## config.mk

```make
export PLATFORM = sky130hd
export DESIGN_NAME = mgmt_serial_master
export DESIGN_NICKNAME = d
export VERILOG_FILES = /design/src/rtl/mgmt_pkg.sv /design/src/rtl/mgmt_mdc_div.sv /design/src/rtl/mgmt_frame_eng.sv /design/src/rtl/mgmt_serial_master.sv
export SDC_FILE = /design/constraint.sdc
export NUM_CORES = 1
export LEC_CHECK = 0
export BUFFER_PORTS_ARGS = -buffer_cell sky130_fd_sc_hd__buf_2
export CAP_MARGIN = 15
export CORE_ASPECT_RATIO = 1.4
export CORE_UTILIZATION = 45
export DETAILED_ROUTE_END_ITERATION = 8
export PLACE_DENSITY_LB_ADDON = 0.08
export SYNTH_ARGS = -nofsm -noshare
export SYNTH_HDL_FRONTEND = slang
export SYNTH_SLANG_ARGS = --single-unit
```

## constraint.sdc

```tcl
create_clock -name clk -period 2.6 [get_ports clk]
set_input_delay 0.13 -clock clk [delete_from_list [all_inputs] [get_ports clk]]
set_output_delay 0.13 -clock clk [all_outputs]
set_load 0.05 [all_outputs]
```

## src/rtl/mgmt_pkg.sv

```systemverilog
package mgmt_pkg;
  localparam int PRE_LEN   = 32;
  localparam int HDR_LEN   = 46;  // preamble + start + opcode + two addresses
  localparam int DATA_POS  = 48;  // first data bit index in the frame
  localparam int FRAME_LEN = 64;

  localparam logic [1:0] OFF_CFG  = 2'd0;
  localparam logic [1:0] OFF_CTRL = 2'd1;
  localparam logic [1:0] OFF_WDAT = 2'd2;
  localparam logic [1:0] OFF_RDAT = 2'd3;

  localparam int CFG_EN_BIT   = 6;
  localparam int CTL_RD_BIT   = 15;
  localparam int CTL_WR_BIT   = 14;
  localparam int CTL_GO_BIT   = 11;
  localparam int CTL_RDY_BIT  = 7;

  typedef struct packed {
    logic        rd;
    logic [4:0]  phy;
    logic [4:0]  regad;
    logic [15:0] wdata;
  } mgmt_req_t;
endpackage

```

## src/rtl/mgmt_mdc_div.sv

```systemverilog
module mgmt_mdc_div #(
  parameter int DIV_W = 6
) (
  input  logic             clk,
  input  logic             rst,
  input  logic             en,
  input  logic [DIV_W-1:0] div,
  output logic             mdc,
  output logic             rise_p,
  output logic             fall_p
);
  logic [DIV_W-1:0] cnt;
  logic             term;

  assign term   = en && (cnt >= div);
  assign rise_p = term && !mdc;
  assign fall_p = term && mdc;

  always_ff @(posedge clk) begin
    if (rst || !en) begin
      cnt <= '0;
      mdc <= 1'b0;
    end else if (term) begin
      cnt <= '0;
      mdc <= ~mdc;
    end else begin
      cnt <= cnt + 1'b1;
    end
  end

  a_r3_mdc_low_when_off: assert property (@(posedge clk) disable iff (rst)
    !en |=> !mdc);
  a_r3_rise_needs_en: assert property (@(posedge clk) disable iff (rst)
    $rose(mdc) |-> $past(en));
endmodule

```

## src/rtl/mgmt_frame_eng.sv

```systemverilog
module mgmt_frame_eng
  import mgmt_pkg::*;
(
  input  logic        clk,
  input  logic        rst,
  input  logic        start,
  input  mgmt_req_t   req,
  input  logic        rise_p,
  input  logic        fall_p,
  input  logic        mdio_i,
  output logic        busy,
  output logic        mdio_o,
  output logic        mdio_oe,
  output logic [15:0] rdata
);
  localparam int CNT_W = $clog2(FRAME_LEN + 1);
  localparam logic [CNT_W-1:0] C_END  = CNT_W'(FRAME_LEN);
  localparam logic [CNT_W-1:0] C_TA   = CNT_W'(HDR_LEN);
  localparam logic [CNT_W-1:0] C_SMP  = CNT_W'(DATA_POS + 1);

  logic [FRAME_LEN-1:0] sh, frame_w;
  logic [CNT_W-1:0]     cnt;
  logic                 is_rd;
  logic [15:0]          rx;

  always_comb begin
    frame_w = {{PRE_LEN{1'b1}}, 2'b01, (req.rd ? 2'b10 : 2'b01),
               req.phy, req.regad, 2'b10, req.wdata};
  end

  always_ff @(posedge clk) begin
    if (rst) begin
      busy    <= 1'b0;
      mdio_o  <= 1'b1;
      mdio_oe <= 1'b0;
      sh      <= '0;
      cnt     <= '0;
      is_rd   <= 1'b0;
      rx      <= '0;
      rdata   <= '0;
    end else if (!busy) begin
      if (start) begin
        busy  <= 1'b1;
        sh    <= frame_w;
        cnt   <= '0;
        is_rd <= req.rd;
      end
    end else if (fall_p) begin
      if (cnt == C_END) begin
        busy    <= 1'b0;
        mdio_oe <= 1'b0;
        mdio_o  <= 1'b1;
        if (is_rd) rdata <= rx;
      end else begin
        mdio_o  <= sh[FRAME_LEN-1];
        sh      <= {sh[FRAME_LEN-2:0], 1'b0};
        cnt     <= cnt + 1'b1;
        mdio_oe <= !(is_rd && (cnt >= C_TA));
      end
    end else if (rise_p && is_rd && (cnt >= C_SMP)) begin
      rx <= {rx[14:0], mdio_i};
    end
  end

  a_r6_idle_released: assert property (@(posedge clk) disable iff (rst)
    !busy |-> !mdio_oe);
  a_r6_read_tail_released: assert property (@(posedge clk) disable iff (rst)
    (busy && is_rd && cnt > C_TA) |-> !mdio_oe);
  a_r5_count_bound: assert property (@(posedge clk) disable iff (rst)
    cnt <= C_END);
  a_r5_data_moves_on_fall: assert property (@(posedge clk) disable iff (rst)
    (busy && !$past(fall_p)) |-> $stable(mdio_o));
endmodule

```

## src/rtl/mgmt_serial_master.sv

```systemverilog
module mgmt_serial_master
  import mgmt_pkg::*;
#(
  parameter int               DIV_W     = 6,
  parameter logic [DIV_W-1:0] DIV_RESET = DIV_W'(29)
) (
  input  logic        clk,
  input  logic        rst,
  input  logic        wr_en,
  input  logic [1:0]  wr_addr,
  input  logic [31:0] wr_data,
  input  logic [1:0]  rd_addr,
  output logic [31:0] rd_data,
  output logic        mdc,
  output logic        mdio_o,
  output logic        mdio_oe,
  input  logic        mdio_i
);
  logic [DIV_W-1:0] cfg_div;
  logic             cfg_en;
  logic [4:0]       c_phy, c_reg;
  logic             c_rd, c_wr;
  logic [15:0]      wdat;
  logic [15:0]      rdat;
  logic             busy, start;
  logic             rise_p, fall_p;
  mgmt_req_t        req;

  assign start     = wr_en && (wr_addr == OFF_CTRL) && wr_data[CTL_GO_BIT] && !busy;
  assign req.rd    = wr_data[CTL_RD_BIT];
  assign req.phy   = wr_data[28:24];
  assign req.regad = wr_data[20:16];
  assign req.wdata = wdat;

  always_ff @(posedge clk) begin
    if (rst) begin
      cfg_div <= DIV_RESET;
      cfg_en  <= 1'b0;
      c_phy   <= '0;
      c_reg   <= '0;
      c_rd    <= 1'b0;
      c_wr    <= 1'b0;
      wdat    <= '0;
    end else if (wr_en) begin
      case (wr_addr)
        OFF_CFG: begin
          cfg_div <= wr_data[DIV_W-1:0];
          cfg_en  <= wr_data[CFG_EN_BIT];
        end
        OFF_CTRL: if (!busy) begin
          c_phy <= wr_data[28:24];
          c_reg <= wr_data[20:16];
          c_rd  <= wr_data[CTL_RD_BIT];
          c_wr  <= wr_data[CTL_WR_BIT];
        end
        OFF_WDAT: wdat <= wr_data[15:0];
        default: ;
      endcase
    end
  end

  always_ff @(posedge clk) begin
    if (rst) begin
      rd_data <= '0;
    end else begin
      rd_data <= '0;
      case (rd_addr)
        OFF_CFG: begin
          rd_data[DIV_W-1:0]  <= cfg_div;
          rd_data[CFG_EN_BIT] <= cfg_en;
        end
        OFF_CTRL: begin
          rd_data[28:24]       <= c_phy;
          rd_data[20:16]       <= c_reg;
          rd_data[CTL_RD_BIT]  <= c_rd;
          rd_data[CTL_WR_BIT]  <= c_wr;
          rd_data[CTL_RDY_BIT] <= !busy;
        end
        OFF_WDAT: rd_data[15:0] <= wdat;
        default:  rd_data[15:0] <= rdat;
      endcase
    end
  end

  mgmt_mdc_div #(.DIV_W(DIV_W)) i_div (
    .clk(clk), .rst(rst), .en(cfg_en), .div(cfg_div),
    .mdc(mdc), .rise_p(rise_p), .fall_p(fall_p)
  );

  mgmt_frame_eng i_eng (
    .clk(clk), .rst(rst), .start(start), .req(req),
    .rise_p(rise_p), .fall_p(fall_p), .mdio_i(mdio_i),
    .busy(busy), .mdio_o(mdio_o), .mdio_oe(mdio_oe), .rdata(rdat)
  );

  a_r7_ready_drops: assert property (@(posedge clk) disable iff (rst)
    (wr_en && wr_addr == OFF_CTRL && wr_data[CTL_GO_BIT] && !busy) |=> busy);
  a_r8_fields_held_busy: assert property (@(posedge clk) disable iff (rst)
    $past(busy) && busy |-> $stable(c_phy) && $stable(c_reg));
endmodule

```

* Word-level counts from Yosys, hierarchy flattened
Index checks and enable logic that the tools add are counted.
** Word-level totals
- Input port bits :: 40
- Word-level logic and storage cells :: 83
- Output and inout port bits :: 35
- Flip-flop bits (word level) :: 181
** Operators by class
- Add/sub/neg operators :: 2
- Reductions and logical operators :: 28
- Bitwise operators :: 4
- Mux-type cells :: 19
- Order comparisons :: 3
- Eq/ne operators :: 7
** Operators with widths (count)
- $mux 64 :: 4
- $mux 7 :: 4
- $pmux 7 s3 :: 1
- $ge 7x6->1 const B :: 2
- $pmux 6 s2 :: 1
- $logic_and 1x1->1 :: 9
- $reduce_and 3->1 :: 3
- $reduce_and 2->1 :: 4
- $add 7x1->7 const B :: 1
- $eq 7x7->1 const B :: 1
- $add 6x1->6 const B :: 1
- $ge 6x6->1 :: 1
- $mux 1 :: 6
- $pmux 2 s3 :: 1
- $reduce_or 2->1 :: 3
- $eq 2x1->1 const B :: 2
- $eq 2x2->1 const B :: 2
- $logic_not 1->1 :: 4
- $logic_not 2->1 :: 2
- $ne 2x2->1 const B :: 2
- $not 1->1 :: 4
- $reduce_and 4->1 :: 1
- $pmux 1 s3 :: 1
- $mux 2 :: 1
- 2 further kinds :: 2

* Depth between registers and ports, before layout
Gate-level depths: netlist (run 1).
- Word-level depth :: 6
- Gate-level depth with buffers :: 9
- Mapped depth without buffers :: 7

* Modules after synthesis
From an unflattened synthesis (run 1), not the netlist that was laid out.
** Second synthesis, totals
- Cell total of the unflattened synthesis :: 801
- Area, all modules :: 7797.5 um^2
** Modules (own cells, without submodules)
- mgmt_frame_eng :: cells an instance 508, seq. area each 2142.1 um^2, area an instance 4755.8 um^2, instances 1
- mgmt_serial_master :: cells an instance 244, seq. area each 1221.2 um^2, area an instance 2596.2 um^2, instances 1
- mgmt_mdc_div :: cells an instance 49, seq. area each 140.1 um^2, area an instance 445.4 um^2, instances 1

* Worst setup path after synthesis (run 1)
OpenSTA, ideal clock, no wires.
- Path kind :: register -> register
- Start :: register i_div.mdc
- End :: register i_eng.sh[10]
- Buffers on the path :: 1
- Data required time :: 2.466 ns
- Library setup time :: 0.134 ns
- Data arrival time :: 1.946 ns
- Period minus slack after synthesis :: 2.080 ns
- Slack :: 0.520 ns
- Cell stages (with the launch flop) :: 7
- Cell sequence :: dfxtp_1 > nand2_1 > or2_2 > o221a_2 > nor2_8 > buf_2 > a211oi_1
** Between the ends
- Cells in the longest elaborated chain, start to end :: 3
** Ends and longest elaborated chain
- start, declared :: RTL line mgmt_mdc_div.sv:8 : output logic mdc,
- start signal, assigned :: RTL line mgmt_mdc_div.sv:25 : mdc <= ~mdc;
- $logic_and 1x1->1 :: RTL line mgmt_mdc_div.sv:17 : assign fall_p = term && mdc;
- $ne 2x2->1 (no source line)
- $reduce_and 3->1 (no source line)
- end signal, assigned :: RTL line mgmt_frame_eng.sv:44 : sh <= frame_w;
- end signal, assigned :: RTL line mgmt_frame_eng.sv:56 : sh <= {sh[FRAME_LEN-2:0], 1'b0};
- end, declared :: RTL line mgmt_frame_eng.sv:21 : logic [FRAME_LEN-1:0] sh, frame_w;
Every way passes these cells.
A chain may end at the register's enable or synchronous reset.

* Worst setup path in the final report (run 1)
- Start :: register cfg_div[5]
- End :: register i_eng.rx[0]
** Between the ends
- Cells in the longest elaborated chain, start to end :: 6
- Elaborated cells between the ends (all ways) :: 8
- Classes of those cells :: 1 x order compare; 1 x bitwise; 6 x reduce/logical
** Ends and longest elaborated chain
- start, declared :: RTL line mgmt_serial_master.sv:19 : logic [DIV_W-1:0] cfg_div;
- start signal, assigned :: RTL line mgmt_serial_master.sv:47 : cfg_div <= wr_data[DIV_W-1:0];
- $ge 6x6->1 * :: RTL line mgmt_mdc_div.sv:15 : assign term = en && (cnt >= div);
- $logic_and 1x1->1 * :: RTL line mgmt_mdc_div.sv:15
- $logic_and 1x1->1 :: RTL line mgmt_mdc_div.sv:16 : assign rise_p = term && !mdc;
- $logic_and 1x1->1 (2 in a row) :: RTL line mgmt_frame_eng.sv:60 : end else if (rise_p && is_rd && (cnt >= C_SMP)) begin
- $reduce_and 3->1 (no source line) *
- end signal, assigned :: RTL line mgmt_frame_eng.sv:61 : rx <= {rx[14:0], mdio_i};
- end, declared :: RTL line mgmt_frame_eng.sv:24 : logic [15:0] rx;
Mark *: on every way between the ends. The rest lies on a longest branch, timed or not.

==> flow_summary.yaml, run 1 <==
timing:
  hold_violations: 0
  maxSlewViolCount: 0
  setup_tns_ps: 0
  skew_ps: 10.1
  relSlewSlack_pct: 32.1
  finalCritPeriodShare_pct: 93.1
  rsz0062_at_grt: "no"
  tightest_slew_ps: 1020
  max_freq_mhz: 413
  fin_crit_ps: 2420
  worst_slack_ps: 180
  finalSetupViolCount: 0
worst_setup_path:
  path_buf_inv: 1
  crit_type: "flip-flop to flip-flop"
  worstPathCellList: "inv_1 > ha_1 > nand2_1 > o21a_1 > o21a_1 > nor3_4 > mux2i_1"
  r2r_cells: 7
  endpoint_kind: "flip-flop"
  crit_required_ps: 2950
  path_max_fanout: 16
  cp_num_cells: 7
  cp.arrival_ps: 2770
  crit_path_top_delay_cell: "nor3_4"
  cp_common_cell: "o21a_1"
  cpLargestDelayFamily: "simple AND/OR/NAND/NOR gates"
  setup.worst_path.start_class: "flip-flop"
  slowest_delay_ps: 810
clock_network:
  cts_buffer_depth: 2
  cts.htree.levels: 4
  clkTransAtPathRegs_ps: 60
  cts.sink_count: 175
  cts_root_buf: "clkbuf_16"
  cts_tree: "done"
  cts_inserted_buffers: 17
  clk_latency_ps: 420
yosys:
  async_reset_ff_share_pct: 0
  netlist_top_cells_count: "dfxtp_1, nand2_1, a21oi_1"
  synth_top_area_share_pct: 50.5
  syn_inst: 704
  syn_area_per_cell_um2: 9.85
  synthesis.area_um2: 6930
  synthTopCellsByArea: "dfxtp_1, mux2i_1, nand2_1"
  ys.flop_type: "dfxtp_1"
  synth_cell_types: 57
  synth.largest_area_cell: "dfxtp_1"
  synth_edf_count: 0
  synth_most_common_cell: "dfxtp_1"
  yosysWarningCount: 0
  ys_ff_latch: 175
  ys_seq_area_share_pct: 50.5
floorplanning:
  core_um2: 15100
  rows: 53
  initial_core_util_pct: 46.1
  fp.dieArea_um2: 15900
  pin_count: 75
  die_h_um: 149
  dieWidth_um: 107
route:
  num_vias: 5305
  dr.pass1.iters: 5
  drt_iter0_markers: 286
  antenna_left: 0
  vias_per_cell: 5.40
  drc: 0
  wirelength_um: 15400
  wl_per_cell_um: 15.7
cells_and_area:
  largest_register: "i_eng.sh"
  area_growth_pct: 18.6
  final_area_um2: 8220
  top_regs: "i_eng.sh x64, rd_data x26"
  largest_reg_flops: 64
  layout-drive-gt1-share_pct: 19.2
  final_util_pct: 54.6
  antennaDiodeCount: 0
  fin_nets: 828
grt:
  grt_max_degree: 45
  grt_overflow: 0
  first_global_vias: 5234
  antenna_found_initial: 0
  grt_pass1_wl_um: 25300
  grt.total_usage_pct: 20.2
worst_hold_path:
  hold_depth: 3
  hp-class: "input pin to flip-flop"
power:
  p_leak_nw: 3.16
  power_density_nw_per_um2: 735
  peakVddDrop_v: 0.000524
placement:
  dp_hpwl_um: 10500
  place_ws_ps: 49.4
  portBuffers: 62
  place.gp.congestion: 0.772
  post_dp_cell_area_um2: 7360
flow_run:
  drv_cap: 0
outcome:
  status: "finished, final reports clean"
==> routing by layer <==
layer | track usage, % | vias up | share of wire, %
met5 | 0 | - | 0
met4 | 7.60 | 0 | 1.6
met3 | 4.81 | 19 | 3.2
met2 | 34.5 | 96 | 50
met1 | 24.4 | 2547 | 45
li1 | - | 2643 | -
==> timing repair <==
item | 4_1_cts | 5_1_grt
setup buffers | 0 | 1
gates resized for setup | 0 | 0
setup endpoints to repair | 0 | 32
hold endpoints to repair | 34 | 1
hold buffers | 25 | 1
==> layout make-up <==
type	instances	area, um^2
Fill cell	1343	6830
Sequential cell	175	3500
Timing Repair Buffer	105	736
Clock buffer	20	447
Multi-Input combinational cell	466	3120
Inverter	12	45.0
Tap cell	192	240
Clock inverter	12	133
==> cell families after synthesis <==
kind of cell             count (synthesis)  synth area share, %
XOR/XNOR                                 5                0.632
other                                    1               0.0541
flip-flops                             175                 50.5
buffers and inverters                   68                 5.02
AND/OR/NAND/NOR                        198                 13.2
adder cells (fa/ha/maj)                 11                 1.98
multiplexers                            75                 10.9
AO/OA/AOI/OAI                          171                 17.7
==> placed cells by master, fill, tap and decap left out, drive strengths merged, types with 6 or more instances in the layout <==
cell type and instances:
nand4 6, ha 11, a21oi 78, nand3 9
and2 13, conb 6, dfxtp 175, nand2 109
buf 79, clkbuf 20, o221a 35, mux2i 72
inv 15, nor2 41, a211oi 25, dlygate4sd3 26
o21ai 10
==> report_power, final <==
| group | internal (mW) | total, mW | switching (mW) |
|---|---|---|---|
| registers | 2.83 | 2.93 | 0.0947 |
| clock network | 1.45 | 2.49 | 1.05 |
| logic | 0.268 | 0.618 | 0.350 |
==> through the flow <==
stage                     cells  hold slack, ps  power, mW
after floorplan             709             259       3.42
after global placement      923             373       3.56
after detailed placement    923             382       3.57
after CTS                   980            1.65       6.09
after global routing        982            27.4       6.29
final                       982            33.5       6.04
==> worst register-to-register path: cells and delay by family (launching register included) <==
family,cells,cell delay [ps]
mux,1,280
compound gates,2,470
simple gates,2,870
fa+ha+maj,1,330
buf+inv,1,70
flops,1,330
==> worst paths after layout <==
check | slack (ps) | end | start
min reg2reg | 450 | c_reg[0] | c_reg[0]
max reg2reg | 180 | i_eng.rx[0] | cfg_div[5]
min | 30 | wdat[11] | wr_data[11]
max | 180 | i_eng.rx[0] | cfg_div[5]
(Power assumes the default switching activity.)
==> run 2, diff against run 1 <==
CORE_MARGIN = 4   (was default)
SKIP_LAST_GASP = 1   (was default)
==> flow_summary.yaml, run 2 (synthesis results as in run 1) <==
cells_and_area:
  largest_reg_flops: 64
  top_regs: "i_eng.sh x64, rd_data x26"
  register_area_um2: 3500
  fill_cells: 1340
  layout_commonest_cell: "dfxtp_1"
  largest_register: "i_eng.sh"
  area_growth_pct: 19.4
  most-common-layout-cells: "dfxtp_1, nand2_1, a21oi_1"
  layout.cells.non_filler: 981
  fin_nets: 827
  antennaDiodeCount: 0
  layout-drive-gt1-share_pct: 19.3
  multi_input_area_um2: 3120
worst_setup_path:
  slowest_delay_ps: 340
  cp.arrival_ps: 2670
  path_buf_inv: 2
  cp_num_cells: 8
  cpLargestDelayFamily: "simple AND/OR/NAND/NOR gates"
  crit_type: "flip-flop to flip-flop"
  setup.worst_path.start_class: "flip-flop"
  crit_required_ps: 2970
  endpoint_kind: "flip-flop"
  r2r_cells: 8
  crit_path_top_delay_cell: "dfxtp_1"
  cp_common_cell: "o221a_2"
  worstPathCellList: "inv_1 > ha_1 > nand4_1 > or2_2 > o221a_2 > nor2_8 > buf_12 > o221a_2"
  path_max_fanout: 29
timing:
  skew_ps: 8.69
  maxSlewViolCount: 0
  fin_crit_ps: 2300
  tightest_slew_ps: 735
  relSlewSlack_pct: 50.8
  max_freq_mhz: 434
  finalSetupViolCount: 0
  hold_violations: 0
  setup_tns_ps: 0
  finalCritPeriodShare_pct: 88.6
  rsz0062_at_grt: "no"
route:
  dr.pass1.iters: 4
  drc: 0
  dr_wl_met3_um: 450
  top_layer: "met4"
  wl_met2_um: 7950
  wl_per_cell_um: 16.0
  antenna_left: 0
  wl_met1_um: 7150
  num_vias: 5251
  wirelength_um: 15700
  vias_per_cell: 5.35
  drt_iter0_markers: 340
placement:
  place.gp.congestion: 0.758
  dp_hpwl_um: 10400
  portBuffers: 62
  dp_cells: 921
grt:
  grt_max_degree: 58
  grt.total_usage_pct: 18.5
  antenna_found_initial: 0
  grt_overflow: 0
  first_global_vias: 5272
  grt_pass1_wl_um: 26100
worst_hold_path:
  hp-class: "input pin to flip-flop"
  hold_depth: 3
clock_network:
  cts.sink_count: 175
  cts_buffer_depth: 2
  clkTransAtPathRegs_ps: 70
  postCtsResizedCells: 0
  cts.htree.levels: 4
  clk_latency_ps: 430
  cts_root_buf: "clkbuf_16"
  cts_tree: "done"
  cts_inserted_buffers: 17
floorplanning:
  dieWidth_um: 113
  initial_core_util_pct: 46.1
  pin_count: 75
  core_um2: 15100
  die_h_um: 155
  rows: 53
  fp.dieArea_um2: 17500
flow_run:
  drv_cap: 0
power:
  p_leak_nw: 3.17
  power_density_nw_per_um2: 745
  peakVddDrop_v: 0.000771
outcome:
  status: "finished, final reports clean"
-- run 2: per-stage QoR --
stage / cell area, um^2 / util, % / power [mW] / hold WS (ps) / worst slack [ps]
6_report: 8280 / 55.0 / 6.17 / 36.1 / 298
5_1_grt: 8280 / 55.0 / 6.43 / 23.8 / 102
4_1_cts: 8240 / 54.8 / 6.24 / 22.0 / 59.4
3_5_place_dp: 7370 / 49.0 / 3.58 / 381 / 50.5
3_3_place_gp: 7370 / 49.0 / 3.57 / 373 / 153
2_1_floorplan: 6950 / - / 3.42 / 259 / 520
-- run 2: report_power, final --
group | switching (mW) | internal [mW] | leakage [nW] | total, mW
clock network | 1.09 | 1.53 | 0.285 | 2.62
logic | 0.357 | 0.274 | 1.46 | 0.631
registers | 0.0917 | 2.83 | 1.42 | 2.92
total | 1.54 | 4.63 | 3.17 | 6.17
-- run 2: final timing paths --
| check | from | endpoint | slack [ps] |
|---|---|---|---|
| hold reg to reg | c_reg[3] | c_reg[3] | 450 |
| setup reg to reg | cfg_div[4] | i_eng.sh[37] | 300 |
| setup / recovery | cfg_div[4] | i_eng.sh[37] | 300 |
| hold / removal | wr_data[11] | wdat[11] | 40 |
-- run 2: layout make-up --
cell class / count / share of cell area [%]
clock buffer: 18 / 5.18
sequential: 175 / 42.3
tap: 192 / 2.90
inverter: 12 / 0.544
clock inverter: 14 / 2.18
multi-input combinational: 466 / 37.6
timing repair buffer: 104 / 9.25
-- run 2: what timing repair did --
action	CTS	global route
setup endpoints to repair	0	32
buffers inserted	0	2
endpoints found under the hold margin	34	0
hold buffers	26	0
-- run 2: routing by layer --
layer / GRT usage (%) / vias up
met3: 4.40 / 12
met1: 23.0 / 2526
li1: - / 2640
met2: 31.6 / 73
met4: 5.67 / 0
met5: 0 / -
-- run 2: worst min-delay path, stage by stage --
cell and delay (ps):
buf_2 160, nand2_1 70, a21oi_1 50
==> run 3, diff against run 2 <==
CORE_MARGIN = default   (was 4)
GPL_TIMING_DRIVEN = 0   (was default)
==> flow_summary.yaml, run 3 (synthesis results as in run 1) <==
route:
  vias_per_cell: 5.31
  wl_met2_um: 8550
  wirelength_um: 16600
  drt_iter0_markers: 254
  num_vias: 5406
  top_layer: "met4"
  wl_per_cell_um: 16.3
  wl_met1_um: 6970
  dr_wl_met3_um: 655
  dr.pass1.iters: 6
  drc: 0
  antenna_left: 0
worst_setup_path:
  path_buf_inv: 2
  crit_path_top_delay_cell: "o221ai_2"
  slowest_delay_ps: 340
  crit_required_ps: 2940
  r2r_cells: 8
  r2r_setup_slack_ps: 280
  setup.worst_path.start_class: "flip-flop"
  r2r_start: "cfg_div[5]"
  rr_endpoint: "i_eng.sh[15]"
  cp_num_cells: 8
  worstPathCellList: "inv_1 > ha_1 > nand4_1 > or2_2 > o221ai_2 > buf_2 > a21oi_1 > a211oi_1"
  cp.arrival_ps: 2650
  path_max_fanout: 10
  endpoint_kind: "flip-flop"
  crit_type: "flip-flop to flip-flop"
  cpLargestDelayFamily: "compound AO/OA/AOI/OAI gates"
grt:
  grt.total_usage_pct: 21.9
  first_global_vias: 5432
  antenna_found_initial: 0
  grt_max_degree: 17
  grt_pass1_wl_um: 26800
  grt_overflow: 0
power:
  peakVddDrop_v: 0.000472
  p_leak_nw: 3.23
  total_power_mw: 6.17
  power_density_nw_per_um2: 738
worst_hold_path:
  hold_depth: 3
  min_to: "wdat[15]"
  hp-class: "input pin to flip-flop"
  hp-start: "wr_data[15]"
cells_and_area:
  most-common-layout-cells: "dfxtp_1, nand2_1, a21oi_1"
  largest_register: "i_eng.sh"
  multi_input_area_um2: 3110
  largest_reg_flops: 64
  layout-drive-gt1-share_pct: 19.2
  area_growth_pct: 20.5
  layout_commonest_cell: "dfxtp_1"
  fill_cells: 1358
  register_area_um2: 3500
  top_regs: "i_eng.sh x64, rd_data x26"
  fin_nets: 865
  antennaDiodeCount: 0
timing:
  maxSlewViolCount: 0
  tightest_slew_ps: 723
  skew_ps: 16.3
  max_freq_mhz: 432
  finalCritPeriodShare_pct: 89.1
  relSlewSlack_pct: 51.8
  setup_tns_ps: 0
  finalSetupViolCount: 0
  hold_violations: 0
  rsz0062_at_grt: "no"
  fin_crit_ps: 2320
placement:
  place.gp.congestion: 0.827
  dp_hpwl_um: 12100
  portBuffers: 60
floorplanning:
  core_um2: 15100
  initial_core_util_pct: 46.1
  die_h_um: 149
  fp.dieArea_um2: 15900
  pin_count: 75
  rows: 53
  dieWidth_um: 107
clock_network:
  clk_latency_ps: 430
  cts_root_buf: "clkbuf_16"
  cts_inserted_buffers: 17
  cts.sink_count: 175
  cts_tree: "done"
  postCtsSetupBuffers: 0
  cts.htree.levels: 4
  cts_buffer_depth: 2
  clkTransAtPathRegs_ps: 70
outcome:
  status: "finished, final reports clean"
flow_run:
  drv_cap: 0
run 3: how the worst max path moves through the flow:
stage,start,end,slack [ps]
CTS,i_div.cnt[0],i_eng.sh[52],140
finish,cfg_div[5],i_eng.sh[15],280
detailed placement,i_div.cnt[0],i_eng.sh[52],140
floorplan,i_div.mdc,i_eng.sh[10],520
global route,cfg_div[5],i_eng.sh[20],60
global placement,i_div.cnt[0],i_eng.sh[61],200
run 3: repair_timing:
action	4_1_cts	5_1_grt
hold endpoints to repair	33	0
setup endpoints to repair	0	21
gates resized for setup	0	1
hold buffers	25	0
run 3: per-stage QoR:
step	hold WS, ps	setup WS, ps	cell area (um^2)	utilization (%)	std cells
3_3_place_gp	378	196	7490	49.8	961
4_1_cts	11.6	144	8350	55.4	1018
5_1_grt	31.3	59.3	8360	55.5	1019
3_5_place_dp	380	145	7490	49.8	961
2_1_floorplan	259	520	6950	-	709
6_report	25.2	283	8360	55.5	1019
run 3: final cells by class:
| class | count | area share (%) |
|---|---|---|
| sequential | 175 | 41.9 |
| multi-input combinational | 466 | 37.2 |
| timing repair buffer | 86 | 6.68 |
| clock buffer | 19 | 5.42 |
| buffer | 56 | 3.62 |
| tap | 192 | 2.87 |
| clock inverter | 13 | 1.80 |
| inverter | 12 | 0.539 |
run 3: power by group:
part	switching (mW)	internal [mW]
clock	1.10	1.49
combinational	0.380	0.282
sequential	0.0842	2.83
run 3: metal layers:
layer	up-vias	track usage, %
met3	29	5.42
met2	88	39.9
met4	0	8.84
li1	2711	-
met5	-	0
met1	2578	24.1
run 3: worst min-delay path: stages:
cell and delay, ps:
buf_2 150, nand2_1 70, a21oi_1 50
